## src/rtl/trimdac_pkg.sv

```systemverilog
package trimdac_pkg;

  typedef enum logic [2:0] {
    ST_IDLE   = 3'd0,
    ST_SETUP  = 3'd1,
    ST_HIGH   = 3'd2,
    ST_SETTLE = 3'd3,
    ST_STROBE = 3'd4
  } seq_st_e;

  // Number of phases a complete load spends busy: two per bit, plus settle and strobe.
  function automatic int unsigned phases_per_load(input int unsigned word_bits);
    return 2 * word_bits + 2;
  endfunction

endpackage

```

## src/rtl/trimdac_req.sv

```systemverilog
// Checks the request, then captures the serial word and the chip load code.
module trimdac_req #(
  parameter int unsigned NUM_CH      = 21,
  parameter int unsigned CH_PER_CHIP = 8,
  parameter int unsigned VAL_W       = 8,
  parameter int unsigned CHAN_W      = 5,
  parameter int unsigned SUB_W       = 3,
  parameter int unsigned SEL_W       = 2,
  localparam int unsigned WORD_W     = SUB_W + VAL_W
) (
  input  logic              clk,
  input  logic              rst_n,
  input  logic              accept_i,
  input  logic [CHAN_W-1:0] chan_i,
  input  logic [VAL_W-1:0]  value_i,
  output logic              valid_o,
  output logic [WORD_W-1:0] word_o,
  output logic [SEL_W-1:0]  code_o
);

  logic [CHAN_W-1:0] chip_idx;
  logic [SUB_W-1:0]  sub_addr;
  logic [WORD_W-1:0] word_d, word_q;
  logic [SEL_W-1:0]  code_d, code_q;

  always_comb begin
    valid_o  = (32'(chan_i) < NUM_CH);
    chip_idx = chan_i / CHAN_W'(CH_PER_CHIP);
    sub_addr = chan_i[SUB_W-1:0];
    word_d   = {sub_addr, value_i};
    code_d   = SEL_W'(chip_idx + CHAN_W'(1));
  end

  always_ff @(posedge clk or negedge rst_n) begin
    if (!rst_n) begin
      word_q <= '0;
      code_q <= '0;
    end else if (accept_i) begin
      word_q <= word_d;
      code_q <= code_d;
    end
  end

  assign word_o = word_q;
  assign code_o = code_q;

endmodule

```

## src/rtl/trimdac_timer.sv

```systemverilog
// Counts the system clocks inside one phase and flags the last one.
module trimdac_timer #(
  parameter int unsigned PHASE_CLKS = 2,
  localparam int unsigned CNT_W     = $clog2(PHASE_CLKS + 1)
) (
  input  logic clk,
  input  logic rst_n,
  input  logic run_i,
  output logic phase_end_o
);

  logic [CNT_W-1:0] cnt_d, cnt_q;

  always_comb begin
    phase_end_o = run_i && (cnt_q == CNT_W'(PHASE_CLKS - 1));
    if (!run_i || phase_end_o) cnt_d = '0;
    else                       cnt_d = cnt_q + CNT_W'(1);
  end

  always_ff @(posedge clk or negedge rst_n) begin
    if (!rst_n) cnt_q <= '0;
    else        cnt_q <= cnt_d;
  end

endmodule

```

## src/rtl/trimdac_seq.sv

```systemverilog
// Steps through the bit phases, the settle phase and the load strobe.
module trimdac_seq
  import trimdac_pkg::*;
#(
  parameter int unsigned WORD_W = 11,
  parameter int unsigned SEL_W  = 2,
  localparam int unsigned BIT_W = $clog2(WORD_W)
) (
  input  logic              clk,
  input  logic              rst_n,
  input  logic              start_i,
  input  logic              valid_i,
  input  logic              phase_end_i,
  input  logic [WORD_W-1:0] word_i,
  input  logic [SEL_W-1:0]  code_i,
  output logic              accept_o,
  output logic              run_o,
  output logic              sdata_o,
  output logic              sclk_o,
  output logic [SEL_W-1:0]  load_o,
  output logic              done_o,
  output logic              err_o
);

  seq_st_e          st_d, st_q;
  logic [BIT_W-1:0] bit_d, bit_q;
  logic             done_d, done_q;
  logic             err_d, err_q;
  logic             idle;

  always_comb begin
    idle     = (st_q == ST_IDLE);
    accept_o = idle && start_i && valid_i;
    st_d     = st_q;
    bit_d    = bit_q;
    done_d   = 1'b0;
    err_d    = idle && start_i && !valid_i;
    case (st_q)
      ST_IDLE: begin
        if (accept_o) begin
          st_d  = ST_SETUP;
          bit_d = BIT_W'(WORD_W - 1);
        end
      end
      ST_SETUP: begin
        if (phase_end_i) st_d = ST_HIGH;
      end
      ST_HIGH: begin
        if (phase_end_i) begin
          if (bit_q == '0) begin
            st_d = ST_SETTLE;
          end else begin
            st_d  = ST_SETUP;
            bit_d = bit_q - BIT_W'(1);
          end
        end
      end
      ST_SETTLE: begin
        if (phase_end_i) st_d = ST_STROBE;
      end
      ST_STROBE: begin
        if (phase_end_i) begin
          st_d   = ST_IDLE;
          done_d = 1'b1;
        end
      end
      default: st_d = ST_IDLE;
    endcase
  end

  always_ff @(posedge clk or negedge rst_n) begin
    if (!rst_n) begin
      st_q   <= ST_IDLE;
      bit_q  <= '0;
      done_q <= 1'b0;
      err_q  <= 1'b0;
    end else begin
      st_q   <= st_d;
      bit_q  <= bit_d;
      done_q <= done_d;
      err_q  <= err_d;
    end
  end

  always_comb begin
    run_o   = !idle;
    sclk_o  = (st_q == ST_HIGH);
    sdata_o = ((st_q == ST_SETUP) || (st_q == ST_HIGH)) && word_i[bit_q];
    load_o  = (st_q == ST_STROBE) ? code_i : '0;
    done_o  = done_q;
    err_o   = err_q;
  end

endmodule

```

## src/rtl/trimdac_loader.sv

```systemverilog
module trimdac_loader #(
  parameter int unsigned NUM_CH      = 21,
  parameter int unsigned CH_PER_CHIP = 8,
  parameter int unsigned VAL_W       = 8,
  parameter int unsigned PHASE_CLKS  = 2,
  localparam int unsigned NUM_CHIPS  = (NUM_CH + CH_PER_CHIP - 1) / CH_PER_CHIP,
  localparam int unsigned CHAN_W     = $clog2(NUM_CH),
  localparam int unsigned SUB_W      = $clog2(CH_PER_CHIP),
  localparam int unsigned SEL_W      = $clog2(NUM_CHIPS + 1),
  localparam int unsigned WORD_W     = SUB_W + VAL_W
) (
  input  logic              clk,
  input  logic              rst_n,
  input  logic              start_i,
  input  logic [CHAN_W-1:0] chan_i,
  input  logic [VAL_W-1:0]  value_i,
  output logic              sdata_o,
  output logic              sclk_o,
  output logic [SEL_W-1:0]  load_o,
  output logic              busy_o,
  output logic              done_o,
  output logic              err_o
);

  // Reset is asserted asynchronously and released on a clock edge.
  logic [1:0] rst_sync_q;
  logic       rst_core_n;

  always_ff @(posedge clk or negedge rst_n) begin
    if (!rst_n) rst_sync_q <= 2'b00;
    else        rst_sync_q <= {rst_sync_q[0], 1'b1};
  end
  assign rst_core_n = rst_sync_q[1];

  logic              req_valid;
  logic              accept;
  logic              run;
  logic              phase_end;
  logic [WORD_W-1:0] word_q;
  logic [SEL_W-1:0]  code_q;

  trimdac_req #(
    .NUM_CH(NUM_CH), .CH_PER_CHIP(CH_PER_CHIP), .VAL_W(VAL_W),
    .CHAN_W(CHAN_W), .SUB_W(SUB_W), .SEL_W(SEL_W)
  ) u_req (
    .clk(clk), .rst_n(rst_core_n), .accept_i(accept),
    .chan_i(chan_i), .value_i(value_i),
    .valid_o(req_valid), .word_o(word_q), .code_o(code_q)
  );

  trimdac_timer #(.PHASE_CLKS(PHASE_CLKS)) u_timer (
    .clk(clk), .rst_n(rst_core_n), .run_i(run), .phase_end_o(phase_end)
  );

  trimdac_seq #(.WORD_W(WORD_W), .SEL_W(SEL_W)) u_seq (
    .clk(clk), .rst_n(rst_core_n), .start_i(start_i), .valid_i(req_valid),
    .phase_end_i(phase_end), .word_i(word_q), .code_i(code_q),
    .accept_o(accept), .run_o(run), .sdata_o(sdata_o), .sclk_o(sclk_o),
    .load_o(load_o), .done_o(done_o), .err_o(err_o)
  );

  assign busy_o = run;

endmodule

```

## config.mk

```make
export PLATFORM = sky130hd
export DESIGN_NAME = trimdac_loader
export DESIGN_NICKNAME = d
export VERILOG_FILES = /design/src/rtl/trimdac_pkg.sv /design/src/rtl/trimdac_req.sv /design/src/rtl/trimdac_timer.sv /design/src/rtl/trimdac_seq.sv /design/src/rtl/trimdac_loader.sv
export SDC_FILE = /design/constraint.sdc
export NUM_CORES = 1
export LEC_CHECK = 0
export CAP_MARGIN = 20
export CELL_PAD_IN_SITES_DETAIL_PLACEMENT = 1
export CELL_PAD_IN_SITES_GLOBAL_PLACEMENT = 2
export CORE_ASPECT_RATIO = 0.5
export CORE_MARGIN = 1
export CORE_UTILIZATION = 31
export CTS_CLUSTER_SIZE = 28
export DETAILED_ROUTE_END_ITERATION = 10
export GPL_TIMING_DRIVEN = 0
export PLACE_DENSITY = 0.74
export SETUP_SLACK_MARGIN = 0.15
export SYNTH_ARGS = -nofsm -noshare
export SYNTH_HDL_FRONTEND = slang
export SYNTH_SLANG_ARGS = --single-unit
export TNS_END_PERCENT = 20
```

## constraint.sdc

```tcl
create_clock -name clk -period 2 [get_ports clk]
set_input_delay 0.3 -clock clk [delete_from_list [all_inputs] [get_ports clk]]
set_output_delay 0.3 -clock clk [all_outputs]
set_load 0.02 [all_outputs]
```

-- Word level (Yosys, flattened, before mapping)
Cells that the tools add are included.
- output and inout port bits: 7
- register bits after elaboration: 26
- word-level logic and storage cells: 55
- input bits: 16
- add/subtract/negate cells: 3
- mux-type cells: 17
- order comparisons: 2
- reductions and logical operators: 14
- equal/unequal tests: 11
- operators with widths (kind ; number):
    $mux W3 ; 5
    $pmux W3 S5 ; 1
    $mux W4 ; 3
    $ne A2 B2 Y1 const B ; 5
    $pmux W4 S2 ; 1
    $eq A3 B2 Y1 const B ; 2
    $mux W2 ; 3
    $logic_and A1 B1 Y1 ; 5
    $lt A4 B5 Y1 const B ; 1
    $lt A5 B5 Y1 const B ; 1
    $reduce_and A5 Y1 ; 1
    $add A2 B1 Y2 const B ; 2
    $bmux W1 S4 ; 1
    $logic_not A4 Y1 ; 1
    $reduce_and A4 Y1 ; 1
    $sub A4 B1 Y4 const B ; 1
    $eq A3 B1 Y1 const B ; 1
    $eq A3 B3 Y1 const B ; 1
    $logic_not A3 Y1 ; 1
    $mux W1 ; 3
    $eq A2 B1 Y1 const B ; 1
    $logic_not A1 Y1 ; 2
    $logic_or A1 B1 Y1 ; 2
    $ne A2 B1 Y1 const B ; 1
    $reduce_bool A2 Y1 ; 1

-- Depth between registers and ports, before layout
Gate-level depths: netlist of run 1.
- depth in word-level cells: 5
- mapped depth: 7
- mapped depth without buffers: 6

-- Modules after synthesis
From an unflattened synthesis of run 1, not the netlist that was laid out.
- cell total of the unflattened synthesis: 112
- area total of the unflattened synthesis: 1406.3 sq um
- modules (own cells, without submodules) (module ; instances ; area each (sq um) ; cells an instance ; sequential area each (sq um)):
    trimdac_seq ; 1 ; 694.4 ; 69 ; 225.2
    trimdac_req ; 1 ; 560.5 ; 33 ; 325.3
    trimdac_timer ; 1 ; 97.6 ; 7 ; 50.0
    trimdac_loader ; 1 ; 53.8 ; 3 ; 50.0

-- Least setup slack after synthesis of run 1
Ideal clock, no wire load.
- path kind: register -> output
- start: register u_seq.bit_q[0]
- end: output port sdata_o
- setup slack: 0.101 ns
- data required time: 1.700 ns
- arrival: 1.599 ns
- buffers on the path: 1
- stages on the path, launching flop included: 6
- path through: dfrtp_1 > buf_2 > mux4_2 > and2_1 > a211oi_1 > nor4_1
- word-level cells in the longest chain between the ends: 3
- ends and longest elaborated chain (item ; line ; source):
    start: declaration ; trimdac_seq.sv:26 ; logic [BIT_W-1:0] bit_d, bit_q;
    start signal: assignment ; trimdac_seq.sv:79 ; bit_q <= bit_d;
    $bmux W1 S4 ; trimdac_seq.sv:88 ; sdata_o = ((st_q == ST_SETUP) || (st_q == ST_HIGH)) && word_i[bit_q];
    $mux W1 (not written as such) ; trimdac_seq.sv:88 ;
    $logic_and A1 B1 Y1 ; trimdac_seq.sv:88 ;
    end: declaration ; trimdac_loader.sv:17 ; output logic sdata_o,
Every way passes these cells. The select of a mux whose other input is x is not followed.

-- Worst setup path in the final report of run 1
Ends and elaborated chain as after synthesis.

==> results of run 1 <==
cell usage after synthesis (2+ instances only):
cell / number / area share (%)
inv_1: 7 / 2.0
mux2_4: 3 / 3.5
and3_2: 2 / 1.2
a21oi_1: 3 / 1.2
and3_1: 2 / 0.97
nand2_1: 5 / 1.5
mux2_2: 8 / 7.0
o21ai_0: 6 / 2.3
nand3_1: 5 / 1.9
nand3b_1: 2 / 1.2
nor2_1: 2 / 0.58
nor3_1: 4 / 1.6
a2bb2oi_1: 2 / 1.4
ha_1: 4 / 3.9
buf_6: 2 / 1.8
dfrtp_1: 26 / 51
mux4_2: 2 / 3.5
final cells by class:
class | count | area [um^2]
well taps | 54 | 67.6
fillers | 417 | 2250
inverters | 7 | 26.3
plain buffers | 6 | 62.6
multi-input cells | 66 | 607
repair buffers | 25 | 239
flip-flops and latches | 26 | 651
clock buffers | 3 | 41.3
metal layers:
metal | track usage, % | wire length (um) | up-vias
li1 | - | - | 430
met1 | 18.6 | 1300 | 438
met2 | 22.6 | 1280 | 11
met3 | 3.81 | 70 | 2
met4 | 3.69 | 19 | 0
met5 | 0 | 0 | -
flip-flops by register name (all words and copies together) (netlist names):
register and flops:
u_req.word_o 11, u_seq.bit_q 4, u_seq.st_q 3, rst_sync_q 2
u_req.code_o 2, u_timer.cnt_q 2, u_seq.done_o 1, u_seq.err_o 1
how the worst max path moves through the flow:
stage                                     from                          to  slack [ns]  depth (start not counted)
floorplan            u_seq.st_q[2]$_DFFE_PN0P_  u_seq.bit_q[2]$_DFFE_PN0P_        0.18                          4
global placement    u_seq.bit_q[0]$_DFFE_PN0P_                     sdata_o       -0.41                          6
detailed placement  u_seq.bit_q[0]$_DFFE_PN0P_                     sdata_o       -0.42                          6
CTS                 u_seq.bit_q[0]$_DFFE_PN0P_                     sdata_o       -0.09                          6
global route        u_seq.bit_q[0]$_DFFE_PN0P_                     sdata_o       -0.15                          6
finish              u_seq.bit_q[0]$_DFFE_PN0P_                     sdata_o       -0.07                          6
per-stage QoR:
step                      cells  util, %  setup slack (ns)  TNS, ns  hold slack [ns]
after global routing        187     43.0            -0.148   -0.183            0.180
after floorplan             105        -             0.181        0          0.00441
after global placement      181     40.0            -0.410   -0.939            0.334
after detailed placement    181     40.0            -0.424    -1.13            0.337
final                       187     43.0           -0.0669  -0.0669            0.186
after CTS                   186     42.1           -0.0934  -0.0934            0.179
what timing repair did:
item | 4_1_cts | 5_1_grt
setup buffers | 2 | 0
hold buffers | 0 | 0
gates cloned | 0 | 0
gates resized for setup | 18 | 9
setup endpoints to repair | 10 | 13
pin swaps | 4 | 2
layout by cell type, fill, tap and decap left out, types with 2 or more instances in the layout:
master / Yosys / final
nor3_1: 4 / 4
ha_1: 4 / 4
a2bb2oi_1: 2 / 2
dfrtp_1: 26 / 26
and3_1: 2 / 2
mux4_2: 2 / 2
nand2_1: 5 / 5
mux2_2: 8 / 8
dlygate4sd2_1: 0 / 3
nand3b_1: 2 / 2
buf_4: 1 / 4
clkbuf_8: 1 / 4
buf_6: 2 / 2
and3_2: 2 / 2
a21oi_1: 3 / 2
inv_1: 7 / 7
clkdlybuf4s50_1: 0 / 16
nand3_1: 5 / 4
buf_8: 0 / 2
o21ai_0: 6 / 5
mux2_4: 3 / 3
power by group through the flow:
stage	sequential (W)	combinational [W]	clock, W
floorplan	0.000545	0.00000563	0
global placement	0.000548	0.0000395	0
detailed placement	0.000548	0.0000398	0
CTS	0.000537	0.0000394	0.000299
global route	0.000533	0.0000515	0.000325
finish	0.000532	0.0000463	0.000286
kinds of logic (layout without fill, tap and decap cells):
kind of cell / Yosys count / in the layout / share of synthesized area (%)
other cells: 1 / 1 / 0.292
compound gates: 16 / 16 / 8.18
xor+xnor: 1 / 1 / 0.682
simple gates: 30 / 30 / 15.4
mux: 14 / 14 / 14.8
fa+ha+maj: 4 / 4 / 3.89
flops: 26 / 26 / 50.6
buf+inv: 13 / 41 / 6.13
==> impl_metrics.toml, run 1 <==
[run_status]
status = "finished with violations"
violations = "setup timing"

[synthesis]
ys_warn_count = 0
ys_seq_area_share_pct = 50.6
synthFlopType = "dfrtp_1"
syn-num-nets = 125
synth-edff-count = 0
syn_inst = 105
ys_ff_latch = 26
synth_cell_type_count = 37
ys_async_sr_fraction_pct = 100
syn_area_mm2 = 0.00128
syn_area_per_cell_um2 = 12.2

[worst_setup_path]
crit_required_ns = 1.70
r2r_slack_ns = 0.07
crit_buf_inv = 2
cp.arrival_ns = 1.77
crit_path_cell_trace = "buf_6 > mux4_2 > and2_4 > a211oi_4 > nor4_2 > buf_4"
crit_path_max_incr_delay_ns = 0.50
reg2reg_depth = 8
crit_family = "multiplexers"
crit_type = "flop to output port"
cp-end-kind = "output port"
cp_slowest_cell = "mux4_2"
worstReg2RegEnd = "u_seq.bit_q[2]$_DFFE_PN0P_"
r2r-start = "u_seq.bit_q[0]$_DFFE_PN0P_"
startpoint_type = "flop"
critPathMaxFanout = 4

[timing]
worst_pin_slew_ns = 0.513
timing.final.ws_setup_ns = -0.0669
clock.fmax_ghz = 0.484
fin_skew_ns = 0.00209
layout_min_cycle_time_ns = 2.07
setup_viol = 1
relSlewSlack_pct = 65.8
drv_slew = 0
hold_violations = 0
fin_crit_sh_pct = 103
rsz0062_at_grt = "yes"

[final_layout]
area_growth_pct = 31.8
postLayoutCellArea_mm2 = 0.00169
n_antenna_cell = 0
final_layout_size_suffix_gt1_share_pct = 28.6
fin_nets = 155

[placed_design]
dp_hpwl_um = 1950
place.gp.congestion = 0.747
port_buffers = 22
placed_area_mm2 = 0.00158

[die]
rows = 16
core_area_mm2 = 0.00394
boundaryPins = 23
die_w_um = 93.1
die-area_mm2 = 0.00442
fp.dieH_um = 47.5
start_util_pct = 32.6

[power_and_ir_drop]
ir_worst_vdd_mv = 0.199
p_leak_nw = 0.772
clkPwrFrac_pct = 33.1
p_seq_share_pct = 61.5
switching_share_pct = 19.9
comb_power_share_pct = 5.4
p_sw_w = 0.000172
power_density_mw_per_mm2 = 510
total_power_w = 0.000865
intPower_w = 0.000693

[clock_network]
cts.path.max_buffers = 2
cts_tree = "built"
insertion_delay_ns = 0.26
clkTransAtPathRegs_ns = 0.08
cts-root-buf = "clkbuf_8"
cts_sinks = 26
cts_buffers = 3
cts.htree.levels = 1

[routing]
drc_errors = 0
drt_iter0_drc = 13
firstDrtPassIters = 3
wl_um = 2660
wl_per_cell_um = 14.2
vias_per_cell = 4.71
num_vias = 881
ant_nets = 0

[grt]
grt_util_all_layers_pct = 13.8
antenna_found_initial = 0
gr-total-overflow = 0
grt_max_degree = 25
grt_pass1_vias = 890
grt_pass1_wl_um = 4450

[hold_path]
hold_path_class = "input pin to async pin"

[run]
drv_cap = 0
(Power assumes the default switching activity.)
==> run 2: changes to the inputs <==
RECOVER_POWER = 100   (was unset)
SETUP_SLACK_MARGIN = unset   (was 0.15)
==> impl_metrics.toml, run 2 (synthesis gave the netlist of run 1 again) <==
[run_status]
status = "finished with violations"
violations = "setup timing"

[grt]
antenna_found_initial = 0
grt_pass1_vias = 881
grt_pass1_wl_um = 4480
grt_util_all_layers_pct = 13.9
grt_util_met1_pct = 17.9
grt_use_met3_pct = 3.81
grt_max_degree = 25
top_usage_layer = "met2"
grtUsageMet2_pct = 24.0
gr-total-overflow = 0

[worst_setup_path]
crit_type = "flop to output port"
worstReg2RegEnd = "u_seq.bit_q[2]$_DFFE_PN0P_"
critPathMaxFanout = 2
startpoint_type = "flop"
cp-end-kind = "output port"
crit_required_ns = 1.70
cp.arrival_ns = 1.77
r2r-start = "u_seq.bit_q[0]$_DFFE_PN0P_"
r2r_slack_ns = -0.02
reg2reg_depth = 9

[power_and_ir_drop]
power_density_mw_per_mm2 = 554
clkPwrFrac_pct = 37.0
comb_power_share_pct = 4.9
intPower_w = 0.000731
p_leak_nw = 0.763
switching_share_pct = 19.9
p_sw_w = 0.000181
p_seq_share_pct = 58.1
ir_worst_vdd_mv = 0.165

[timing]
relSlewSlack_pct = 35.9
layout_min_cycle_time_ns = 2.07
tns_ns = -0.117
drv_slew = 0
fin_skew_ns = 0.00491
worst_pin_slew_ns = 0.961
fin_crit_sh_pct = 103
rsz0062_at_grt = "yes"
hold_violations = 0
setup_viol = 5
timing.final.ws_setup_ns = -0.0695
clock.fmax_ghz = 0.483

[final_layout]
postLayoutCellArea_mm2 = 0.00165
final_common_cell = "dfrtp_1"
n_antenna_cell = 0
area_growth_pct = 28.1
mostFrequentLayoutCells = "dfrtp_1 (26), clkdlybuf4s50_1 (13), mux2_2 (8)"
fin_nets = 155
final_layout_size_suffix_gt1_share_pct = 26.1
largest_register_ff_count = 11

[clock_network]
cts_sinks = 26
cts_tree = "built"
ctsHoldBuffers = 0
cts.htree.levels = 1
cts.path.max_buffers = 2
cts-root-buf = "clkbuf_8"
clkTransAtPathRegs_ns = 0.08
insertion_delay_ns = 0.27
cts_buffers = 3

[die]
die_w_um = 93.1
fp.dieH_um = 47.5
start_util_pct = 32.6
die-area_mm2 = 0.00442
core_area_mm2 = 0.00394
boundaryPins = 23
rows = 16

[routing]
ant_nets = 0
drc_errors = 0
wl_um = 2650
drt_iter0_drc = 21
vias_per_cell = 4.82
num_vias = 906
firstDrtPassIters = 6
wl_per_cell_um = 14.1

[placed_design]
port_buffers = 22
dp_hpwl_um = 1890
placed_area_mm2 = 0.00157
place.gp.congestion = 0.698

[hold_path]
hold_path_class = "flop to async pin"

[run]
drv_cap = 0
run 2: power groups by stage:
stage	Sequential (W)	Clock, W	Combinational (W)
after floorplan	0.000545	0	0.00000563
after global placement	0.000548	0	0.0000394
after detailed placement	0.000548	0	0.0000395
after CTS	0.000538	0.000355	0.0000397
after global routing	0.000531	0.000369	0.0000499
final	0.000530	0.000338	0.0000445
run 2: worst max-delay path, cell delays in order, from the launching register on:
cell and delay [ns]:
dfrtp_1 0.35, buf_6 0.10, mux4_2 0.50, and2_4 0.17, a211oi_2 0.15, nor4_1 0.06
buf_2 0.16
run 2: repair_timing:
item	4_1_cts	5_1_grt
pin swaps	2	0
gates resized for setup	15	2
setup buffers	2	0
cloned	0	0
setup endpoints to repair	5	6
run 2: area by class of cell:
class	count	area, um^2
Sequential cell	26	651
Inverter	7	26.3
Fill cell	442	2300
Buffer	6	50.0
Clock buffer	4	55.1
Timing Repair Buffer	25	229
Multi-Input combinational cell	66	568
Tap cell	54	67.6
run 2: worst max-delay path by stage:
stage	startpoint	end	slack, ns
floorplan	u_seq.bit_q[0]$_DFFE_PN0P_	sdata_o	0.10
global placement	u_seq.bit_q[0]$_DFFE_PN0P_	sdata_o	-0.36
detailed placement	u_seq.bit_q[0]$_DFFE_PN0P_	sdata_o	-0.36
CTS	u_seq.bit_q[0]$_DFFE_PN0P_	sdata_o	-0.09
global route	u_seq.bit_q[0]$_DFFE_PN0P_	sdata_o	-0.15
finish	u_seq.bit_q[0]$_DFFE_PN0P_	sdata_o	-0.07
run 2: metrics by stage:
step                utilization [%]  worst slack, ns  power (W)  hold WS, ns  std cells
floorplan                         -            0.101   0.000550      0.00441        105
global placement               39.9           -0.355   0.000587        0.334        181
detailed placement             39.9           -0.357   0.000588        0.338        181
CTS                            42.0          -0.0928   0.000932        0.175        187
global route                   41.8           -0.146   0.000950        0.161        188
finish                         41.8          -0.0695   0.000912        0.123        188
run 2: metal layers:
layer	share of wire, %	vias to the layer above
li1	-	430
met5	0	-
met2	50	15
met4	0.90	0
met3	2.9	2
met1	46	459
